### src/rtl/lvds_ser_pkg.sv
package lvds_ser_pkg;

  localparam int SLOT_N  = 7;
  localparam int SLOT_W  = $clog2(SLOT_N);
  localparam int COLOR_W = 8;
  localparam int LANE_N  = 4;
  localparam int CODE_W  = 16;
  localparam int ROT     = 2;   // alternate map moves the colour bits by this amount

  typedef enum logic [1:0] {
    FMT_OFF,
    FMT_STD18,
    FMT_STD24,
    FMT_ALT24
  } fmt_e;

  typedef struct packed {
    logic [COLOR_W-1:0] r;
    logic [COLOR_W-1:0] g;
    logic [COLOR_W-1:0] b;
    logic               de;
    logic               hs;
    logic               vs;
  } pix_t;

  typedef struct packed {
    logic              capture;
    logic [SLOT_W-1:0] slot;
    logic              clkBit;
  } strobe_t;

  // The alternate layout equals the standard layout applied to colours whose
  // upper six bits have been moved down and whose two LSBs have gone to the top.
  function automatic logic [COLOR_W-1:0] rotColor(input logic [COLOR_W-1:0] c);
    return {c[ROT-1:0], c[COLOR_W-1:ROT]};
  endfunction

  function automatic pix_t altReorder(input pix_t p);
    pix_t q;
    q    = p;
    q.r  = rotColor(p.r);
    q.g  = rotColor(p.g);
    q.b  = rotColor(p.b);
    return q;
  endfunction

  // Standard scatter: each lane is a 7-bit word with slot 0 at the MSB.
  function automatic logic [LANE_N-1:0] scatter(input pix_t p,
                                                input logic [SLOT_W-1:0] s);
    logic [SLOT_N-1:0] w0, w1, w2, w3;
    logic [LANE_N-1:0] o;
    int idx;
    w0  = {p.g[0], p.r[5:0]};
    w1  = {p.b[1:0], p.g[5:1]};
    w2  = {p.de, p.vs, p.hs, p.b[5:2]};
    w3  = {1'b0, p.b[7:6], p.g[7:6], p.r[7:6]};
    idx = SLOT_N - 1 - int'(s);
    o   = '0;
    if (idx >= 0 && idx < SLOT_N) begin
      o = {w3[idx], w2[idx], w1[idx], w0[idx]};
    end
    return o;
  endfunction

endpackage

### src/rtl/lvds_slot_ctrl.sv
module lvds_slot_ctrl
  import lvds_ser_pkg::*;
#(
  parameter int CLK_HIGH_HEAD = 2,   // clock lane high for slots below this
  parameter int CLK_HIGH_TAIL = 5    // and for slots from this one on
) (
  input  logic    clk,
  input  logic    rst,
  output strobe_t strobe
);

  localparam logic [SLOT_W-1:0] LAST_SLOT = SLOT_W'(SLOT_N - 1);
  localparam logic [SLOT_W-1:0] HEAD_LIM  = SLOT_W'(CLK_HIGH_HEAD);
  localparam logic [SLOT_W-1:0] TAIL_LIM  = SLOT_W'(CLK_HIGH_TAIL);

  logic [SLOT_W-1:0] slotCnt;

  always_ff @(posedge clk) begin
    if (rst) begin
      slotCnt <= '0;
    end else if (slotCnt == LAST_SLOT) begin
      slotCnt <= '0;
    end else begin
      slotCnt <= slotCnt + 1'b1;
    end
  end

  always_comb begin
    strobe.capture = (slotCnt == '0);
    strobe.slot    = slotCnt;
    strobe.clkBit  = (slotCnt < HEAD_LIM) || (slotCnt >= TAIL_LIM);
  end

endmodule

### src/rtl/lvds_slot_datapath.sv
module lvds_slot_datapath
  import lvds_ser_pkg::*;
#(
  parameter logic [CODE_W-1:0] CODE_STD18 = 16'h1010,
  parameter logic [CODE_W-1:0] CODE_STD24 = 16'h1011,
  parameter logic [CODE_W-1:0] CODE_ALT24 = 16'h1012
) (
  input  logic              clk,
  input  logic              rst,
  input  strobe_t           strobe,
  input  logic [CODE_W-1:0] fmtCode,
  input  pix_t              pixIn,
  output logic [LANE_N-1:0] laneData,
  output logic              clkLane,
  output logic [LANE_N-1:0] laneEn
);

  fmt_e              liveFmt, holdFmt, srcFmt;
  pix_t              holdPix, srcPix, mappedPix;
  logic [LANE_N-1:0] slotBits, laneMask, gatedBits;

  always_comb begin
    unique case (fmtCode)
      CODE_STD18: liveFmt = FMT_STD18;
      CODE_STD24: liveFmt = FMT_STD24;
      CODE_ALT24: liveFmt = FMT_ALT24;
      default:    liveFmt = FMT_OFF;
    endcase
  end

  // Holding register: loaded once per pixel at the start of slot 0.
  always_ff @(posedge clk) begin
    if (rst) begin
      holdPix <= '0;
      holdFmt <= FMT_OFF;
    end else if (strobe.capture) begin
      holdPix <= pixIn;
      holdFmt <= liveFmt;
    end
  end

  // Slot 0 is built from the values being captured on the same edge.
  assign srcPix = strobe.capture ? pixIn   : holdPix;
  assign srcFmt = strobe.capture ? liveFmt : holdFmt;

  assign mappedPix = (srcFmt == FMT_ALT24) ? altReorder(srcPix) : srcPix;
  assign slotBits  = scatter(mappedPix, strobe.slot);

  always_comb begin
    unique case (srcFmt)
      FMT_STD18:            laneMask = {1'b0, {(LANE_N-1){1'b1}}};
      FMT_STD24, FMT_ALT24: laneMask = '1;
      default:              laneMask = '0;
    endcase
  end

  for (genvar i = 0; i < LANE_N; i++) begin : g_lane
    assign gatedBits[i] = slotBits[i] & laneMask[i];
  end

  always_ff @(posedge clk) begin
    if (rst) begin
      laneData <= '0;
      clkLane  <= 1'b0;
      laneEn   <= '0;
    end else begin
      laneData <= gatedBits;
      clkLane  <= strobe.clkBit;
      if (strobe.capture) begin
        laneEn <= laneMask;
      end
    end
  end

endmodule

### src/rtl/lvds_slot_serializer.sv
module lvds_slot_serializer
  import lvds_ser_pkg::*;
#(
  parameter logic [15:0] CODE_STD18 = 16'h1010,
  parameter logic [15:0] CODE_STD24 = 16'h1011,
  parameter logic [15:0] CODE_ALT24 = 16'h1012
) (
  input  logic        clk,
  input  logic        rst,
  input  logic [15:0] fmtCode,
  input  logic [7:0]  pixR,
  input  logic [7:0]  pixG,
  input  logic [7:0]  pixB,
  input  logic        pixDe,
  input  logic        pixHs,
  input  logic        pixVs,
  output logic [3:0]  laneData,
  output logic        clkLane,
  output logic [3:0]  laneEn
);

  strobe_t strobe;
  pix_t    pixIn;

  assign pixIn = '{r: pixR, g: pixG, b: pixB, de: pixDe, hs: pixHs, vs: pixVs};

  lvds_slot_ctrl u_ctrl (
    .clk    (clk),
    .rst    (rst),
    .strobe (strobe)
  );

  lvds_slot_datapath #(
    .CODE_STD18 (CODE_STD18),
    .CODE_STD24 (CODE_STD24),
    .CODE_ALT24 (CODE_ALT24)
  ) u_dp (
    .clk      (clk),
    .rst      (rst),
    .strobe   (strobe),
    .fmtCode  (fmtCode),
    .pixIn    (pixIn),
    .laneData (laneData),
    .clkLane  (clkLane),
    .laneEn   (laneEn)
  );

endmodule

### config.mk
export PLATFORM = sky130hd
export DESIGN_NAME = lvds_slot_serializer
export DESIGN_NICKNAME = d
export VERILOG_FILES = /design/src/rtl/lvds_ser_pkg.sv /design/src/rtl/lvds_slot_ctrl.sv /design/src/rtl/lvds_slot_datapath.sv /design/src/rtl/lvds_slot_serializer.sv
export SDC_FILE = /design/constraint.sdc
export NUM_CORES = 1
export LEC_CHECK = 0
export ABC_AREA = 1
export CAP_MARGIN = 40
export CORE_MARGIN = 2
export CORE_UTILIZATION = 30
export DETAILED_ROUTE_END_ITERATION = 12
export GPL_TIMING_DRIVEN = 0
export PLACE_DENSITY = 0.62
export SLEW_MARGIN = 10
export SYNTH_ARGS = -nofsm -noshare
export SYNTH_HDL_FRONTEND = slang
export SYNTH_SLANG_ARGS = --single-unit
### constraint.sdc
create_clock -name clk -period 2.6 [get_ports clk]
set_clock_uncertainty 0.1 [all_clocks]
set_input_delay 0.52 -clock clk [delete_from_list [all_inputs] [get_ports clk]]
set_output_delay 0.52 -clock clk [all_outputs]
set_load 0.01 [all_outputs]
# After elaboration in Yosys (flattened, before gate mapping)
# Index checks and enable logic that the tools add are counted.
# op_classes
add_sub_neg	2
order_cmp	5
eq_ne	7
n_mux	18
n_bitwise	4
n_reduce_logical	5
# op_table
op	n
27-bit 2-to-1 mux	2
16-bit by 13-bit == test with 1-bit output, second input constant	3
32-bit by 1-bit >= comparator with 1-bit output, second input constant	1
32-bit by 4-bit less-than comparator with 1-bit output, second input constant	1
32-bit by 5-bit less-than comparator with 1-bit output, second input constant	1
1-bit binary-select mux with 3-bit select	4
1-bit 2-to-1 mux	8
4-bit case mux with 2 select lines	1
2-bit case mux with 3 select lines	1
1-bit AND	4
2-bit == test, second input constant	2
4-bit 2-to-1 mux	1
2-bit OR reduction	2
3-bit by 3-bit subtractor with 4-bit output, first input constant	1
3-bit by 1-bit adder with 3-bit output, second input constant	1
3-bit == test, second input constant	1
3-bit >= comparator, second input constant	1
3-bit logical NOT	1
3-bit by 2-bit less-than comparator with 1-bit output, second input constant	1
2-bit by 1-bit == test with 1-bit output, second input constant	1
2-bit 2-to-1 mux	1
1-bit logical AND	1
1-bit logical OR	1
# word_totals
ff_bits	41
inputBits	45
output_inout_bits	9
elab_cells	52

# Longest topological paths before layout
# depth
depth_word	10
ltp_mapped	17
depth_no_buf	15

# Cells and area by module
# A second synthesis with hierarchy kept.
# hier_totals
hier_cells	287
area_unflattened_um2	2108.3
# modules_own_cells
module	instances	cells_per_inst	area_each_um2	seq_area_each_um2
lvds_slot_datapath	1	261	1918.1	720.7
lvds_slot_ctrl	1	26	190.2	60.1

# Least setup slack after synthesis
# Ideal clock, no wire load.
# synth_path
path_type	flip-flop to flip-flop
start	register u_ctrl.slotCnt[0]
end	register u_dp.laneData[0]
setup_time_ps	113
arrival_time_ps	2206
required_time_ps	2387
slack_ps	181
stages_incl_launch_ff	17
path_buffers	3
synth_period_minus_slack_ps	2419
path_cell_list	dfxtp_1 -> buf_2 -> inv_1 -> buf_1 -> ha_1 -> inv_1 -> nor2_4 -> nand3_2 -> nor2_2 -> nand2_2 -> nand2_4 -> nand2_4 -> buf_6 -> nand3b_1 -> nand3_1 -> nor2_1 -> nor2_1
# synth_via
elab_chain_len	9
elab_cells_between_ends	18
cone_classes	add/sub: 1; order compare: 2; eq/ne: 3; mux: 8; bitwise: 1; reduce/logical: 3
# synth_rtl
item	line	text
start, declared	lvds_slot_ctrl.sv:16	logic [SLOT_W-1:0] slotCnt;
start signal, assigned	lvds_slot_ctrl.sv:24	slotCnt <= slotCnt + 1'b1;
branches (longest 8 deep; another with 32-bit by 1-bit >= comparator with 1-bit output)	n/a	
1-bit AND (*)	lvds_slot_datapath.sv:58	assign gatedBits[i] = slotBits[i] & laneMask[i];
end signal, assigned	lvds_slot_datapath.sv:67	laneData <= gatedBits;
end, declared	lvds_slot_datapath.sv:13	output logic [LANE_N-1:0] laneData,
# Mark *: on every way between the ends. The select of a mux whose other input is x is not followed.
# A chain may end at the register's enable or synchronous reset.

# Worst setup path in the final report
# layout_path
start	register u_ctrl.slotCnt[0]
end	register u_dp.laneData[2]
# Same word-level chain as after synthesis.

==> results_dict.tcl <==
set metrics [dict create \
    status "completed" \
    synthCells 307 \
    totalWireLength_um 5700 \
    num_rows 30 \
    leakagePower_nw 1.32 \
    dieArea_um2 7670 \
    power_mw 1.54 \
    grt_setup_unrepaired "no" \
    gp_congestion 0.879 \
    cts_buffers 5 \
    layout.nets 420 \
    placed_cell_area_um2 2750 \
    clk_latency_ps 290 \
    synth_area_leaders "dfxtp_1, nand2_1, nor2_1" \
    synth_warnings 0 \
    synth.net_count 357 \
    initial_core_util_pct 30.9 \
    hold_path.class "reg -> reg" \
    pin_count 54 \
    grt_max_degree 12 \
    track_usage_pct 15.7 \
    yosysSeqAreaShare_pct 37.2 \
    critPathMaxFanout 11 \
    cts_tree "yes" \
    synth_flop_cell "dfxtp_1" \
    via_per_inst 4.51 \
    start_kind "flip-flop" \
    n_fill_cell 737 \
    clkSinkCount 39 \
    antenna_cells 0 \
    clk_pin_slew_worst_paths_ps 70 \
    finalSetupViolations 0 \
    arrival_ps 2570 \
    endpoint_kind "flip-flop" \
    crit_type "reg -> reg" \
    period_needed_ps 2420 \
    fin_area_um2 2880 \
    slowest_delay_ps 340 \
    synth-edff-count 0 \
    worst_pin_slew_ps 567 \
    vias 2098 \
    grt_overflow 0 \
    root_buffer "clkbuf_8" \
    fin_util_pct 42.4 \
    io_buffers 53 \
    ys_ff_latch 39 \
    yosysTopAreaCellShare_pct 37.2 \
    path_cells "buf_4 -> inv_4 -> buf_8 -> ha_4 -> inv_1 -> nor2_4 -> nand3_2 -> nor2_4 -> nand2_1 -> nand2_2 -> buf_6 -> nor2_1 -> nor3_4 -> and2_1 -> nand2_1 -> inv_1" \
    slew_headroom_pct 62.2 \
    maxCapViolCount 0 \
    drc 0 \
    hold_viol 0 \
    ant_nets 0 \
    syn_area_um2 2100 \
    htree_levels 2 \
    drive_above_1_share_pct 11.1 \
    drt_iter0_markers 110 \
    tns_ps 0 \
    synth_area_per_cell_um2 6.83 \
    cts_buffer_depth 2 \
    slew_violations 0 \
    yosysMostFrequentCell "nand2_1" \
    die_h_um 87.6 \
    ctsHoldBuffers 0 \
    avgRoutedWirePerCell_um 12.3 \
    grt_pass1_wl_um 9320 \
    cpMaxStageDelayCell "dfxtp_2" \
    first_global_vias 1930 \
    place_ws_ps -512 \
    coreArea_um2 6790 \
    required_ps 2740 \
    synth_common_cells "nand2_1, nor2_1, dfxtp_1" \
    areaGrowthSynthToFinish_pct 37.5 \
    ir_drop_v 0.000233 \
    finalCritPeriodShare_pct 93.1 \
    fp.dieW_um 87.6 \
    p_per_area_nw_per_um2 532 \
    firstDrtPassIters 4 \
    async_flop_share_pct 0 \
    antenna_found_initial 0 \
    max_freq_mhz 413 \
    place_hpwl_um 4320 \
    netlist.top_cell.by_area "dfxtp_1" \
    layout_setup_ws_ps 179 \
    synthDistinctLibCells 30 \
]
## through the flow
step | hold slack (ps) | instances
floorplan | 351 | 307
global placement | 360 | 456
detailed placement | 363 | 456
CTS | 374 | 463
global route | 390 | 465
finish | 374 | 465
## what timing repair did
action                                  4_1_cts  5_1_grt
endpoints found under the setup margin        6        4
setup buffers                                 1        2
pin swaps                                     1        2
resized for setup                             6        9
endpoints found under the hold margin         0        0
## per-layer routing
metal | global-route usage (%) | wire [um] | vias to the layer above
met5 | 0 | 0 | -
met2 | 26.2 | 2600 | 68
li1 | - | - | 1089
met4 | 4.20 | 53 | 0
met3 | 3.49 | 434 | 5
met1 | 20.7 | 2610 | 936
## sequential cells by signal (all words and copies together), names as in the netlist
name	count
u_dp.holdFmt	2
u_dp.laneData	4
u_ctrl.slotCnt	3
u_dp.holdPix	27
u_dp.clkLane	1
u_dp.laneEn	2
## kinds of logic after synthesis
| group | Yosys count | synth area share [%] |
|---|---|---|
| simple gates | 180 | 38.1 |
| buf+inv | 43 | 9.43 |
| flops | 39 | 37.2 |
| compound gates | 30 | 7.58 |
| mux | 9 | 4.30 |
| fa+ha+maj | 5 | 2.98 |
| xor+xnor | 1 | 0.418 |
## worst paths after layout
path / start / end / slack [ps] / depth (start not counted)
worst max-delay path: u_ctrl.slotCnt[0] / u_dp.laneData[2] / 180 / 16
worst min-delay path: u_dp.holdPix[19] / u_dp.holdPix[19] / 370 / 2
worst max register to register: u_ctrl.slotCnt[0] / u_dp.laneData[2] / 180 / 16
worst min register to register: u_dp.holdPix[19] / u_dp.holdPix[19] / 370 / 2
## worst max-delay path: cells and delay by family (launching register included)
family	cells	cell delay, ps
and+or+nand+nor	9	1070
buffers and inverters	6	700
DFF	1	340
adders and majority gates	1	160
## cell type report
type	instances	area, um^2	area share [%]
multi-input combinational	225	1140	39.6
sequential	39	782	27.1
timing repair buffer	56	553	19.2
tap	96	120	4.17
inverter	28	108	3.73
buffer	15	106	3.69
clock buffer	6	72.6	2.52
## report_power, final
| part | internal, mW | total, mW | switching [mW] |
|---|---|---|---|
| logic | 0.215 | 0.484 | 0.269 |
| registers | 0.653 | 0.672 | 0.0192 |
| clock network | 0.179 | 0.378 | 0.200 |
## placed cells by master, fill, tap and decap left out, types with 2 or more instances in the layout
| cell | Yosys | final |
|---|---|---|
| clkbuf_8 | 0 | 5 |
| inv_1 | 26 | 25 |
| dfxtp_1 | 39 | 38 |
| clkdlybuf4s50_1 | 0 | 53 |
| nand2_4 | 2 | 3 |
| nor2_4 | 1 | 2 |
| ha_1 | 5 | 4 |
| a21oi_1 | 9 | 9 |
| nor2_1 | 48 | 48 |
| inv_2 | 2 | 2 |
| nand3_1 | 31 | 31 |
| clkbuf_1 | 4 | 5 |
| buf_4 | 5 | 9 |
| nand2_2 | 3 | 2 |
| o21ai_0 | 17 | 15 |
| mux2i_1 | 9 | 9 |
| or2_2 | 7 | 7 |
| buf_6 | 2 | 2 |
| o21ai_1 | 1 | 3 |
| nand2_1 | 80 | 80 |
| nand3b_1 | 2 | 2 |
No activity file was read; power rests on OpenSTA's default activity.
